`src/rtl/half_div_pkg.sv`:
```
// Shared types for the half-integer divider block.
// Assumes nothing beyond IEEE 1800-2017 enums.
package half_div_pkg;
    // Which divided clock the consumer mux passes on.
    typedef enum logic {
        SRC_INT  = 1'b0,
        SRC_HALF = 1'b1
    } clk_pick_e;
endpackage

```
`src/rtl/half_div_core.sv`:
```
// Half-integer divider: divides the source by DIV_INT + 0.5.
// One counter on the rising edge walks 2*DIV_INT+1 full cycles, which is two output periods.
// A rising-edge flop forms the pulse of the even period and a falling-edge flop forms the
// pulse of the odd period. The output is their OR.
// Assumes DIV_INT is even, so each pulse is DIV_INT half-periods wide.
module half_div_core #(
    parameter int DIV_INT = 4
) (
    input  logic clk_src,
    input  logic rst_n,
    input  logic en,
    input  logic restart,
    output logic wrap_o,
    output logic clk_o
);
    localparam int CNT_MAX = 2 * DIV_INT;
    localparam int PAIRS   = DIV_INT / 2;
    localparam int CW      = $clog2(CNT_MAX + 1);

    logic [CW-1:0] cnt_q;
    logic [CW-1:0] cnt_nxt;
    logic          rise_q;
    logic          fall_q;

    // Next count: parked at the last value while off, so the first enabled edge starts at 0.
    always_comb begin
        if (!en) begin
            cnt_nxt = CW'(CNT_MAX);
        end else if (restart || (cnt_q == CW'(CNT_MAX))) begin
            cnt_nxt = '0;
        end else begin
            cnt_nxt = cnt_q + CW'(1);
        end
    end

    // Full-cycle counter on the rising edge.
    always_ff @(posedge clk_src) begin
        if (!rst_n) begin
            cnt_q <= CW'(CNT_MAX);
        end else begin
            cnt_q <= cnt_nxt;
        end
    end

    // Pulse of the even period: high over the first PAIRS full cycles.
    always_ff @(posedge clk_src) begin
        if (!rst_n) begin
            rise_q <= 1'b0;
        end else begin
            rise_q <= en && (cnt_nxt < CW'(PAIRS));
        end
    end

    // Pulse of the odd period: starts half a cycle into count DIV_INT.
    always_ff @(negedge clk_src) begin
        if (!rst_n) begin
            fall_q <= 1'b0;
        end else begin
            fall_q <= (cnt_q >= CW'(DIV_INT)) && (cnt_q < CW'(DIV_INT + PAIRS));
        end
    end

    // Wrap flag and output waveform.
    always_comb begin
        wrap_o = en && (cnt_q == CW'(CNT_MAX));
        clk_o  = rise_q | fall_q;
    end
endmodule

```
`src/rtl/int_div_core.sv`:
```
// Integer divider: divides the source by INT_DIV.
// The output is high for the first INT_DIV/2 cycles of each period and changes on rising edges.
// A restart pulse begins a new period on the next edge.
// Assumes INT_DIV >= 2.
module int_div_core #(
    parameter int INT_DIV = 3
) (
    input  logic clk_src,
    input  logic rst_n,
    input  logic restart,
    output logic wrap_o,
    output logic clk_o
);
    localparam int LAST    = INT_DIV - 1;
    localparam int INT_HIGH = INT_DIV / 2;
    localparam int IW      = (INT_DIV > 2) ? $clog2(INT_DIV) : 1;

    logic [IW-1:0] ic_q;
    logic [IW-1:0] ic_nxt;
    logic          out_q;

    // Next count with wrap or forced restart.
    always_comb begin
        if (restart || (ic_q == IW'(LAST))) begin
            ic_nxt = '0;
        end else begin
            ic_nxt = ic_q + IW'(1);
        end
    end

    // Counter and registered output; the reset value makes the first edge start a period.
    always_ff @(posedge clk_src) begin
        if (!rst_n) begin
            ic_q  <= IW'(LAST);
            out_q <= 1'b0;
        end else begin
            ic_q  <= ic_nxt;
            out_q <= ic_nxt < IW'(INT_HIGH);
        end
    end

    // Period-end flag and output.
    always_comb begin
        wrap_o = (ic_q == IW'(LAST));
        clk_o  = out_q;
    end
endmodule

```
`src/rtl/clk_pick_ctrl.sv`:
```
// Consumer source controller. It holds the applied choice in a register and changes it only
// where the clock being left ends a period. It also tells the divider being joined to restart
// on that edge. A disabled half-integer divider counts as ended at every edge.
// Assumes half_sel and half_en are synchronous to clk_src.
module clk_pick_ctrl
    import half_div_pkg::*;
(
    input  logic      clk_src,
    input  logic      rst_n,
    input  logic      half_sel,
    input  logic      half_en,
    input  logic      half_wrap,
    input  logic      int_wrap,
    output clk_pick_e pick_o,
    output logic      to_half_o,
    output logic      to_int_o
);
    clk_pick_e pick_q;
    logic      want_half;
    logic      at_end;
    logic      do_switch;

    // Requested choice and whether this edge may apply it.
    always_comb begin
        want_half = half_sel && half_en;
        at_end    = (pick_q == SRC_HALF) ? (half_wrap || !half_en) : int_wrap;
        do_switch = at_end && (want_half != (pick_q == SRC_HALF));
        to_half_o = do_switch && want_half;
        to_int_o  = do_switch && !want_half;
        pick_o    = pick_q;
    end

    // Applied choice register.
    always_ff @(posedge clk_src) begin
        if (!rst_n) begin
            pick_q <= SRC_INT;
        end else if (do_switch) begin
            pick_q <= want_half ? SRC_HALF : SRC_INT;
        end
    end
endmodule

```
`src/rtl/half_div_top.sv`:
```
// Top of the divider block. It holds the half-integer divider, the integer divider, the
// source controller and the consumer mux. The mux input only changes at edges where the
// clock being left has just ended a period and the clock being joined restarts.
// Assumes the inputs are synchronous to clk_src and HALF_INT is even.
module half_div_top
    import half_div_pkg::*;
#(
    parameter int HALF_INT = 4,
    parameter int INT_DIV  = 3
) (
    input  logic clk_src,
    input  logic rst_n,
    input  logic half_en,
    input  logic half_sel,
    output logic half_clk_o,
    output logic int_clk_o,
    output logic cons_clk_o,
    output logic sel_state_o
);
    clk_pick_e pick;
    logic      half_wrap;
    logic      int_wrap;
    logic      to_half;
    logic      to_int;
    logic      half_clk;
    logic      int_clk;

    half_div_core #(.DIV_INT(HALF_INT)) half_i (
        .clk_src (clk_src),
        .rst_n   (rst_n),
        .en      (half_en),
        .restart (to_half),
        .wrap_o  (half_wrap),
        .clk_o   (half_clk)
    );

    int_div_core #(.INT_DIV(INT_DIV)) int_i (
        .clk_src (clk_src),
        .rst_n   (rst_n),
        .restart (to_int),
        .wrap_o  (int_wrap),
        .clk_o   (int_clk)
    );

    clk_pick_ctrl pick_i (
        .clk_src   (clk_src),
        .rst_n     (rst_n),
        .half_sel  (half_sel),
        .half_en   (half_en),
        .half_wrap (half_wrap),
        .int_wrap  (int_wrap),
        .pick_o    (pick),
        .to_half_o (to_half),
        .to_int_o  (to_int)
    );

    // Consumer mux and output wiring.
    always_comb begin
        cons_clk_o  = (pick == SRC_HALF) ? half_clk : int_clk;
        half_clk_o  = half_clk;
        int_clk_o   = int_clk;
        sel_state_o = (pick == SRC_HALF);
    end
endmodule

```
`config.mk`:
```
export PLATFORM = sky130hd
export DESIGN_NAME = half_div_top
export DESIGN_NICKNAME = d
export VERILOG_FILES = /design/src/rtl/half_div_pkg.sv /design/src/rtl/half_div_core.sv /design/src/rtl/int_div_core.sv /design/src/rtl/clk_pick_ctrl.sv /design/src/rtl/half_div_top.sv
export SDC_FILE = /design/constraint.sdc
export NUM_CORES = 1
export LEC_CHECK = 0
export CORE_AREA = 2 2 39 41
export CTS_CLUSTER_DIAMETER = 200
export DETAILED_ROUTE_END_ITERATION = 8
export DIE_AREA = 0 0 41 43
export DONT_BUFFER_PORTS = 1
export PLACE_DENSITY = 0.56
export SLEW_MARGIN = 0
export SYNTH_ARGS = -nofsm -noshare
export SYNTH_HDL_FRONTEND = slang
export SYNTH_SLANG_ARGS = --single-unit
```
`constraint.sdc`:
```
create_clock -name clk_src -period 1.6 [get_ports clk_src]
set_clock_uncertainty 0.2 [all_clocks]
set_input_delay 0.16 -clock clk_src [delete_from_list [all_inputs] [get_ports clk_src]]
set_output_delay 0.16 -clock clk_src [all_outputs]
set_load 0.03 [all_outputs]
```
==> metrics.cfg <==
[global_routing]
grtUsageTotal_pct=11.7
grt_max_degree=7
grt_pass1_vias=347
grt_overflow=0
antenna_found_initial=0
grt_pass1_wl_um=1370

[die]
num_rows=14
initial_core_util_pct=32.7
coreArea_um2=1380
die_h_um=43
die_w_um=41
dieArea_um2=1760
ios=8

[synthesis]
syn_inst=45
synth_seq_cells=10
avgSynthCellArea_um2=10.1
synthDistinctLibCells=27
ys_seq_area_share_pct=44.2
synth_warnings=0
syn_nets=52
synth_area_um2=453

[setup_path]
max_stage_delay_ps=310
cp_cell_sequence=or2_4 -> mux2_4
crit_slowest_cell=mux2_4
cp-endpoint=cons_clk_o
crit_start=half_i.fall_q
crit_path_start_kind=flip-flop
required_ps=1240
cp_data_arrival_time_ps=1930
r2r-end=half_i.fall_q
rrSetupSlack_ps=-10
critPathCaptureType=output port
r2r_cells=1
r2r-start=half_i.cnt_q[3]
critPathMaxFanout=2
path_class=reg2out

[clock_tree]
cts-buffers-inserted=3
clock_latency_ps=260
clock-sinks=10
cts-htree-levels=1
cts_setup_buffers=0
path_clk_slew_ps=70
root_buffer=clkbuf_4
cts_tree=built
clock_path_buffers=2

[routing]
wl_per_cell_um=11.6
first_iter_violations=6
drtAntennaViolNets=0
num_vias=381
route.detailed.drc=0
viasPerCell=4.95
first_pass_iters=2
routed_wl_um=894

[timing]
tns_ps=-1250
setup_viol=3
tightest_slew_ps=251
fin_ws_ps=-693
report.final.slew_viol_count=0
hold_ws_ps=6.48
hold_viol=0
slew_headroom_pct=83.1
rsz0062_at_grt=yes

[power_and_ir_drop]
p_int_uw=487
vdd_ir_drop_max_mv=0.459
p_total_uw=673
combPwrFrac_pct=22.7
p_sw_share_pct=27.6
p_leak_nw=0.278
clock_power_share_pct=35.2
power_density_nw_per_um2=1070
sequentialPowerShare_pct=42.0
p_switching_uw=186

[layout]
diodes=0
fin_util_pct=45.4
ff_latch_area_um2=203
drive_above_1_share_pct=31.1
fill_cells=145
fin_area_um2=628
area_growth_pct=38.7
fin_nets=69
stdcell_count=77
multi_input_area_um2=253

[min_path]
hold_depth=3
worst_hold_path_type=in2reg

[placed_design]
port_buffers=0
place_ws_ps=-362
gp_congestion=0.706
postPlaceCellArea_um2=549
place_inst=70

[status]
violations=setup timing
status=complete, but fails checks

[flow_run]
cap_violations=0

[cells in the mapped netlist]
library cell | n | area, µm²
o21a_1 | 1 | 7.51
xor2_1 | 1 | 8.76
o21bai_1 | 1 | 7.51
o311a_1 | 1 | 10.0
nand4b_1 | 1 | 8.76
dfxtp_1 | 10 | 200
o21ai_1 | 1 | 5.00
o31ai_1 | 1 | 7.51
a21oi_1 | 1 | 5.00
a21boi_1 | 1 | 7.51
nand3_1 | 1 | 5.00
nor4b_1 | 1 | 8.76
and4bb_2 | 1 | 12.5
or2_2 | 1 | 6.26
mux2_2 | 1 | 11.3
a21o_1 | 1 | 7.51
o2111a_1 | 1 | 11.3
inv_1 | 5 | 18.8
a22oi_1 | 1 | 7.51
nor4_1 | 1 | 6.26
xnor2_1 | 1 | 8.76
ha_1 | 3 | 37.5
and3_1 | 1 | 6.26
nand2_1 | 2 | 7.51
nand4bb_1 | 1 | 11.3
nor2_1 | 1 | 3.75
nor3_1 | 3 | 15.0
[cells in the final DEF, fill, tap and decap left out, types with 2 or more instances in the layout]
cell type,netlist,layout
inv_1,5,5
buf_4,0,9
ha_1,3,2
dlygate4sd3_1,0,3
nand2_1,2,2
nor3_1,3,3
clkbuf_4,0,3
dfxtp_1,10,8
dfxtp_2,0,2
[kinds of logic after synthesis]
| group | count (synthesis) | synth area share [%] |
|---|---|---|
| and+or+nand+nor | 14 | 20.2 |
| AOI/OAI and AO/OA | 10 | 16.9 |
| buffers and inverters | 5 | 4.14 |
| xor gates and xnor gates | 2 | 3.87 |
| DFF | 10 | 44.2 |
| muxes | 1 | 2.49 |
| adders and majority gates | 3 | 8.29 |
[routing by layer]
metal / track usage, % / vias up / part of all wire (%)
li1: - / 199 / -
met2: 18.4 / 8 / 49
met1: 12.6 / 174 / 47
met4: 4.00 / 0 / 0
met3: 6.28 / 0 / 4.6
met5: 0 / - / 0
[power by group through the flow]
| stage | Combinational [mW] | Sequential (mW) | Clock (mW) |
|---|---|---|---|
| 5_1_grt | 0.169 | 0.286 | 0.263 |
| 2_1_floorplan | 0.0859 | 0.302 | 0.00782 |
| 3_5_place_dp | 0.146 | 0.289 | 0.00782 |
| 3_3_place_gp | 0.144 | 0.288 | 0.00782 |
| 4_1_cts | 0.153 | 0.283 | 0.247 |
| 6_report | 0.153 | 0.283 | 0.237 |
[worst min path at each step]
stage,start,end,slack (ps)
after floorplan,rst_n,int_i.ic_q[1],30
after global placement,rst_n,int_i.ic_q[1],40
after detailed placement,rst_n,int_i.ic_q[1],50
after CTS,half_sel,pick_i.pick_o,7
after global routing,half_sel,pick_i.pick_o,10
final,half_sel,pick_i.pick_o,6
[sequential cells by signal, summed over array words and instances, names as in the netlist]
name           cells
half_i.cnt_q       4
half_i.fall_q      1
half_i.rise_q      1
int_i.clk_o        1
int_i.ic_q         2
pick_i.pick_o      1
[layout make-up]
| class | count | share of cell area [%] |
|---|---|---|
| Multi-Input combinational cell | 30 | 40.2 |
| Sequential cell | 10 | 32.3 |
| Timing Repair Buffer | 12 | 15.5 |
| Clock buffer | 4 | 5.78 |
| Tap cell | 16 | 3.19 |
| Inverter | 4 | 2.39 |
| Clock inverter | 1 | 0.598 |
[worst max-delay path: cells and delay by family, from the launching register on]
kind,cells,cell delay (ps)
and+or+nand+nor,1,220
DFF,1,280
muxes,1,310
[what timing repair did]
action                     in CTS  in global routing
setup endpoints to repair       3                  4
pin swaps                       1                  0
gates resized for setup         0                  1
hold buffers                    3                  0
hold endpoints to repair        9                  0
(Power assumes the default switching activity.)
